### config.mk
export PLATFORM = sky130hd
export DESIGN_NAME = sbox_tower
export DESIGN_NICKNAME = d
export VERILOG_FILES = /design/src/rtl/sbt_pkg.sv /design/src/rtl/sbt_cut.sv /design/src/rtl/sbt_front.sv /design/src/rtl/sbt_subinv.sv /design/src/rtl/sbt_back.sv /design/src/rtl/sbox_tower.sv
export SDC_FILE = /design/constraint.sdc
export NUM_CORES = 1
export LEC_CHECK = 0
export BUFFER_PORTS_ARGS = -buffer_cell sky130_fd_sc_hd__buf_4
export CORE_MARGIN = 8
export CORE_UTILIZATION = 65
export DETAILED_ROUTE_END_ITERATION = 10
export GPL_TIMING_DRIVEN = 1
export PLACE_DENSITY = 0.81
export SLEW_MARGIN = 20
export SYNTH_ARGS = -nofsm -noshare
export SYNTH_HDL_FRONTEND = slang
export SYNTH_HIERARCHICAL = 1
export SYNTH_SLANG_ARGS = --single-unit
export TNS_END_PERCENT = 10
### constraint.sdc
create_clock -name clk -period 3.9 [get_ports clk]
set_clock_uncertainty 0.1 [all_clocks]
set_input_delay 0.39 -clock clk [delete_from_list [all_inputs] [get_ports clk]]
set_output_delay 0.39 -clock clk [all_outputs]
set_load 0.1 [all_outputs]
### src/rtl/sbt_pkg.sv
package sbt_pkg;

  localparam int NIB_W  = 4;
  localparam int BYTE_W = 8;

  typedef logic [NIB_W-1:0]  nib_t;
  typedef logic [BYTE_W-1:0] byte_t;

  // Subfield GF(2^4) is built on w^4 + w + 1; the tower on x^2 + x + LAMBDA.
  localparam nib_t  LAMBDA   = 4'hC;
  localparam byte_t FWD_ADD  = 8'h63;
  localparam byte_t BACK_ADD = 8'h05;

  // Product in GF(2^4): carry-less multiply, then fold w^4 = w + 1.
  function automatic nib_t nib_mul(nib_t a, nib_t b);
    logic [6:0] p;
    p = '0;
    for (int i = 0; i < NIB_W; i++)
      if (b[i]) p ^= 7'(a) << i;
    for (int k = 6; k >= NIB_W; k--)
      if (p[k]) p ^= 7'b0010011 << (k - NIB_W);
    return p[3:0];
  endfunction

  function automatic nib_t nib_sq(nib_t a);
    return nib_mul(a, a);
  endfunction

  // Tower element: high nibble is the coefficient of x, low nibble the constant.
  function automatic byte_t tw_mul(byte_t a, byte_t b);
    nib_t hh, ll, mid;
    hh  = nib_mul(a[7:4], b[7:4]);
    ll  = nib_mul(a[3:0], b[3:0]);
    mid = nib_mul(a[7:4] ^ a[3:0], b[7:4] ^ b[3:0]);
    return {mid ^ ll, nib_mul(hh, LAMBDA) ^ ll};
  endfunction

  // Apply an 8x8 GF(2) matrix held as eight 8-bit columns.
  function automatic byte_t lin_map(logic [63:0] cols, byte_t v);
    byte_t r;
    r = '0;
    for (int i = 0; i < BYTE_W; i++)
      if (v[i]) r ^= cols[8*i +: 8];
    return r;
  endfunction

  // Column i of the basis change is beta^i, beta a tower root of 0x11B.
  function automatic logic [63:0] find_to_tower();
    logic [63:0] cols;
    logic [71:0] pw;
    logic        found;
    byte_t       acc;
    cols  = '0;
    pw    = '0;
    found = 1'b0;
    for (int c = 2; c < 256; c++) begin
      if (!found) begin
        pw[7:0] = 8'h01;
        for (int i = 1; i < 9; i++)
          pw[8*i +: 8] = tw_mul(pw[8*(i-1) +: 8], 8'(c));
        acc = pw[71:64] ^ pw[39:32] ^ pw[31:24] ^ pw[15:8] ^ pw[7:0];
        if (acc == 8'h00) begin
          found = 1'b1;
          cols  = pw[63:0];
        end
      end
    end
    return cols;
  endfunction

  // Reverse basis change: preimage of each tower unit vector.
  function automatic logic [63:0] find_from_tower(logic [63:0] fwd);
    logic [63:0] cols;
    cols = '0;
    for (int j = 0; j < BYTE_W; j++)
      for (int a = 0; a < 256; a++)
        if (lin_map(fwd, 8'(a)) == (8'h01 << j)) cols[8*j +: 8] = 8'(a);
    return cols;
  endfunction

  localparam logic [63:0] TO_TOWER   = find_to_tower();
  localparam logic [63:0] FROM_TOWER = find_from_tower(TO_TOWER);

  // Forward affine step, written per output bit.
  function automatic byte_t aff_fwd(byte_t a);
    byte_t b;
    for (int i = 0; i < BYTE_W; i++)
      b[i] = a[i] ^ a[(i+4)%8] ^ a[(i+5)%8] ^ a[(i+6)%8] ^ a[(i+7)%8] ^ FWD_ADD[i];
    return b;
  endfunction

  // Inverse affine step, written per output bit.
  function automatic byte_t aff_back(byte_t a);
    byte_t b;
    for (int i = 0; i < BYTE_W; i++)
      b[i] = a[(i+2)%8] ^ a[(i+5)%8] ^ a[(i+7)%8] ^ BACK_ADD[i];
    return b;
  endfunction

endpackage

### src/rtl/sbt_cut.sv
module sbt_cut #(
  parameter int W  = 8,
  parameter bit EN = 1'b1
) (
  input  logic         clk,
  input  logic         rst_n,
  input  logic         d_valid,
  input  logic [W-1:0] d_bits,
  output logic         q_valid,
  output logic [W-1:0] q_bits
);

  generate
    if (EN) begin : g_reg
      always_ff @(posedge clk) begin
        if (!rst_n) begin
          q_valid <= 1'b0;
          q_bits  <= '0;
        end else begin
          q_valid <= d_valid;
          q_bits  <= d_bits;
        end
      end
    end else begin : g_wire
      assign q_valid = d_valid;
      assign q_bits  = d_bits;
    end
  endgenerate

endmodule

### src/rtl/sbt_front.sv
module sbt_front
  import sbt_pkg::*;
(
  input  logic  inverse,
  input  byte_t x,
  output nib_t  hi,
  output nib_t  lo,
  output nib_t  delta
);

  byte_t pre;
  byte_t tw;
  nib_t  hi_sq, lo_sq, hi_lo, hi_sq_lam;

  always_comb begin
    pre = inverse ? aff_back(x) : x;
    tw  = lin_map(TO_TOWER, pre);
  end

  assign hi        = tw[7:4];
  assign lo        = tw[3:0];
  assign hi_sq     = nib_sq(hi);
  assign lo_sq     = nib_sq(lo);
  assign hi_lo     = nib_mul(hi, lo);
  assign hi_sq_lam = nib_mul(hi_sq, LAMBDA);
  // Norm of the tower element: the only value that needs a subfield inverse.
  assign delta     = hi_sq_lam ^ hi_lo ^ lo_sq;

  // The two derived basis changes must undo each other.
  always_comb begin
    p_map_roundtrip_r3: assert (lin_map(FROM_TOWER, tw) == pre);
  end

endmodule

### src/rtl/sbt_subinv.sv
module sbt_subinv
  import sbt_pkg::*;
(
  input  logic live,
  input  nib_t d,
  output nib_t d_inv
);

  nib_t d2, d4, d8, d6;

  // d^14 = d^2 * d^4 * d^8; zero maps to zero.
  assign d2    = nib_sq(d);
  assign d4    = nib_sq(d2);
  assign d8    = nib_sq(d4);
  assign d6    = nib_mul(d2, d4);
  assign d_inv = nib_mul(d6, d8);

  always_comb begin
    if (live && (d != '0)) begin
      p_sub_inverse_r8: assert (nib_mul(d, d_inv) == 4'h1);
    end
    if (live && (d == '0)) begin
      p_sub_zero_r8: assert (d_inv == '0);
    end
  end

endmodule

### src/rtl/sbt_back.sv
module sbt_back
  import sbt_pkg::*;
(
  input  logic  live,
  input  logic  inverse,
  input  nib_t  hi,
  input  nib_t  lo,
  input  nib_t  d_inv,
  output byte_t y
);

  nib_t  new_hi, new_lo;
  byte_t inv_tw;
  byte_t plain;

  assign new_hi = nib_mul(hi, d_inv);
  assign new_lo = nib_mul(hi ^ lo, d_inv);
  assign inv_tw = {new_hi, new_lo};
  assign plain  = lin_map(FROM_TOWER, inv_tw);
  assign y      = inverse ? plain : aff_fwd(plain);

  // Element carried from the front times its rebuilt inverse must be one.
  always_comb begin
    if (live && ({hi, lo} != '0)) begin
      p_tower_inverse_r8: assert (tw_mul({hi, lo}, inv_tw) == 8'h01);
    end
    if (live && ({hi, lo} == '0)) begin
      p_tower_zero_r4: assert (inv_tw == '0);
    end
  end

endmodule

### src/rtl/sbox_tower.sv
module sbox_tower
  import sbt_pkg::*;
#(
  parameter int unsigned STAGES = 3
) (
  input  logic       clk,
  input  logic       rst_n,
  input  logic       in_valid,
  input  logic       in_inverse,
  input  logic [7:0] in_byte,
  output logic       out_valid,
  output logic [7:0] out_byte
);

  // Cut placement: one cut splits after the subfield inverse, a second
  // one before it, a third registers the final byte.
  localparam bit CUT_MID = (STAGES >= 1);
  localparam bit CUT_PRE = (STAGES >= 2);
  localparam bit CUT_OUT = (STAGES >= 3);
  localparam int W_A     = 1 + 3*NIB_W;
  localparam int W_B     = 1 + 3*NIB_W;

  nib_t f_hi, f_lo, f_delta;
  logic           s1_valid;
  logic [W_A-1:0] s1_bits;
  logic           s1_inv;
  nib_t           s1_hi, s1_lo, s1_delta, s1_dinv;
  logic           s2_valid;
  logic [W_B-1:0] s2_bits;
  logic           s2_inv;
  nib_t           s2_hi, s2_lo, s2_dinv;
  byte_t          s2_y;

  sbt_front u_front (
    .inverse (in_inverse),
    .x       (in_byte),
    .hi      (f_hi),
    .lo      (f_lo),
    .delta   (f_delta)
  );

  sbt_cut #(.W(W_A), .EN(CUT_PRE)) u_cut_pre (
    .clk     (clk),
    .rst_n   (rst_n),
    .d_valid (in_valid),
    .d_bits  ({in_inverse, f_hi, f_lo, f_delta}),
    .q_valid (s1_valid),
    .q_bits  (s1_bits)
  );

  assign {s1_inv, s1_hi, s1_lo, s1_delta} = s1_bits;

  sbt_subinv u_subinv (
    .live  (s1_valid & rst_n),
    .d     (s1_delta),
    .d_inv (s1_dinv)
  );

  sbt_cut #(.W(W_B), .EN(CUT_MID)) u_cut_mid (
    .clk     (clk),
    .rst_n   (rst_n),
    .d_valid (s1_valid),
    .d_bits  ({s1_inv, s1_hi, s1_lo, s1_dinv}),
    .q_valid (s2_valid),
    .q_bits  (s2_bits)
  );

  assign {s2_inv, s2_hi, s2_lo, s2_dinv} = s2_bits;

  sbt_back u_back (
    .live    (s2_valid & rst_n),
    .inverse (s2_inv),
    .hi      (s2_hi),
    .lo      (s2_lo),
    .d_inv   (s2_dinv),
    .y       (s2_y)
  );

  sbt_cut #(.W(BYTE_W), .EN(CUT_OUT)) u_cut_out (
    .clk     (clk),
    .rst_n   (rst_n),
    .d_valid (s2_valid),
    .d_bits  (s2_y),
    .q_valid (out_valid),
    .q_bits  (out_byte)
  );

  generate
    if (STAGES > 0) begin : g_chk
      localparam logic [1:0] STG = 2'(STAGES);
      logic [1:0] warm_cnt;
      logic       warm;

      always_ff @(posedge clk) begin
        if (!rst_n)                warm_cnt <= 2'd0;
        else if (warm_cnt != 2'd3) warm_cnt <= warm_cnt + 2'd1;
      end
      assign warm = (warm_cnt >= STG);

      p_latency_r5: assert property (@(posedge clk) disable iff (!rst_n)
        warm |-> (out_valid == $past(in_valid, STAGES)));

      p_zero_fwd_r4: assert property (@(posedge clk) disable iff (!rst_n)
        (warm && $past(in_valid && !in_inverse && (in_byte == 8'h00), STAGES))
        |-> (out_byte == 8'h63));

      p_zero_back_r4: assert property (@(posedge clk) disable iff (!rst_n)
        (warm && $past(in_valid && in_inverse && (in_byte == 8'h63), STAGES))
        |-> (out_byte == 8'h00));

      p_reset_quiet_r7: assert property (@(posedge clk)
        !rst_n |=> !out_valid);
    end
  endgenerate

endmodule

==> reports/metrics.yaml <==
outcome:
  status: "finished, final reports clean"
power:
  p_leak_nw: 1.51
  vdd_drop_max_mv: 0.402
  p_per_area_nw_per_um2: 802
clock_tree:
  cts.path.max_buffers: 2
  cts_buffers: 5
  cts_sinks: 37
  cts_hold_buf: 0
  cts_tree: "done"
  clk_latency_ns: 0.28
  cts_resized: 0
  cts_setup_buffers: 0
  cts.htree.levels: 2
  path_clk_slew_ns: 0.07
  clockRootBuffer: "clkbuf_8"
detailed_routing:
  routedWlPerCell_um: 14.1
  drc: 0
  wirelength_mm: 6.67
  postRouteAntennaNets: 0
  vias: 2647
  drt_pass1_iterations: 5
  drtIter0Drc: 164
  viasPerCell: 5.61
cells_and_area:
  nNetsFinal: 414
  layout-drive-gt1-share: 0.233
  seq_area_um2: 741
  fillers: 425
  area_growth_pct: 3.70
  multiInputGateArea_um2: 2580
  diodes: 0
  fin_util: 0.690
setup_path:
  cp.arrival_ns: 3.13
  cp_max_fo: 13
  cp-end-kind: "flop"
  path_class: "reg -> reg"
  startpoint_type: "flop"
  worstPathRequired_ns: 3.98
global_routing:
  grt_pass1_wl_mm: 11.4
  grt_overflow: 0
  antenna_found_initial: 0
  grt_pass1_vias: 2450
  grt_max_degree: 38
  grt_usage: 0.162
sta:
  clock.fmax_mhz: 328
  setup_ws_ns: 0.852
  finalSetupViolations: 0
  period_minus_slack_ns: 3.05
  setup_tns_ns: 0
  hold_viol: 0
  slew_viol_final: 0
  holdWs_ns: 0.222
  relSlewSlack: 0.446
  tightest_slew_ns: 0.824
  rsz0062_at_grt: "no"
  period_share: 0.781
hold_path:
  hold_path_class: "in -> reg"
die:
  fp.dieH_um: 90.6
  die_width_um: 90.6
  pin_count: 21
  start_util: 0.666
  die_area_um2: 8210
  rows: 27
  core_region_area_um2: 5440
synthesis:
  synth_area_per_cell_um2: 9.00
  yosys_warnings: 6
  syn_nets: 417
  synthCells: 402
  syn-cell-area_um2: 3620
placed_design:
  port_buffers: 20
  place_ws_ns: 0.811
  dp_hpwl_mm: 4.69
  gp_congestion: 0.842
flow_run:
  max-cap-violations: 0
layer usage:
layer	GRT usage	up-vias	routed length (um)
li1	-	1335	-
met1	0.193	1248	2870
met2	0.289	59	3500
met4	0.0472	0	55
met5	0	-	0
met3	0.0266	5	240
sequential cells by signal (all words and copies together), names as in the netlist:
register,cells
u_cut_pre/q_bits,13
u_cut_mid/q_bits,13
u_cut_out/q_valid,1
u_cut_out/q_bits,8
u_cut_pre/q_valid,1
u_cut_mid/q_valid,1
final timing paths:
kind              slack, ns                   to                 from  cells after the start
setup / recovery       0.85  u_cut_out/q_bits[1]  u_cut_mid/q_bits[3]                      9
hold / removal         0.22    u_cut_pre/q_valid             in_valid                      2
setup reg to reg       0.85  u_cut_out/q_bits[1]  u_cut_mid/q_bits[3]                      9
hold reg to reg        0.33  u_cut_mid/q_bits[8]  u_cut_pre/q_bits[8]                      1
report_power, final:
group          switching [mW]  internal (mW)  total (mW)
Clock                   0.130          0.254       0.384
Combinational            1.11          0.915        2.03
Sequential              0.130          0.470       0.600
Total                    1.37           1.64        3.01
placed cells by master (no fill, tap or decap), drive strengths merged, types with 5 or more instances in the layout:
master / instances
nand3: 5
a21oi: 28
xnor2: 60
dfxtp: 37
xor3: 6
nor2b: 5
inv: 7
mux2i: 10
buf: 24
clkbuf: 5
nor2: 19
nand2: 40
and2: 39
o21ai: 20
nand2b: 6
xor2: 25
worst max-delay path, stage by stage, from the launching register on:
cell and delay (ns):
dfxtp_1 0.63, nand2_2 0.17, xnor2_4 0.19, xnor2_4 0.27
xnor3_2 0.53, xnor3_1 0.41, xor3_1 0.22, mux2i_1 0.16
xnor2_1 0.08, and2_1 0.18
stage by stage:
stage	cells	total power [mW]	instance area, um^2
finish	472	3.01	3750
global route	472	3.24	3750
floorplan	402	2.46	3620
global placement	464	2.56	3620
CTS	472	3.01	3750
detailed placement	464	2.61	3620
cell type report:
class | instances | share of cell area
multi-input combinational | 324 | 0.688
clock inverter | 3 | 0.0173
timing repair buffer | 24 | 0.0480
sequential | 37 | 0.197
tap | 72 | 0.0240
inverter | 7 | 0.00700
clock buffer | 5 | 0.0183
Note: power is estimated with default switching activity, not from simulation.
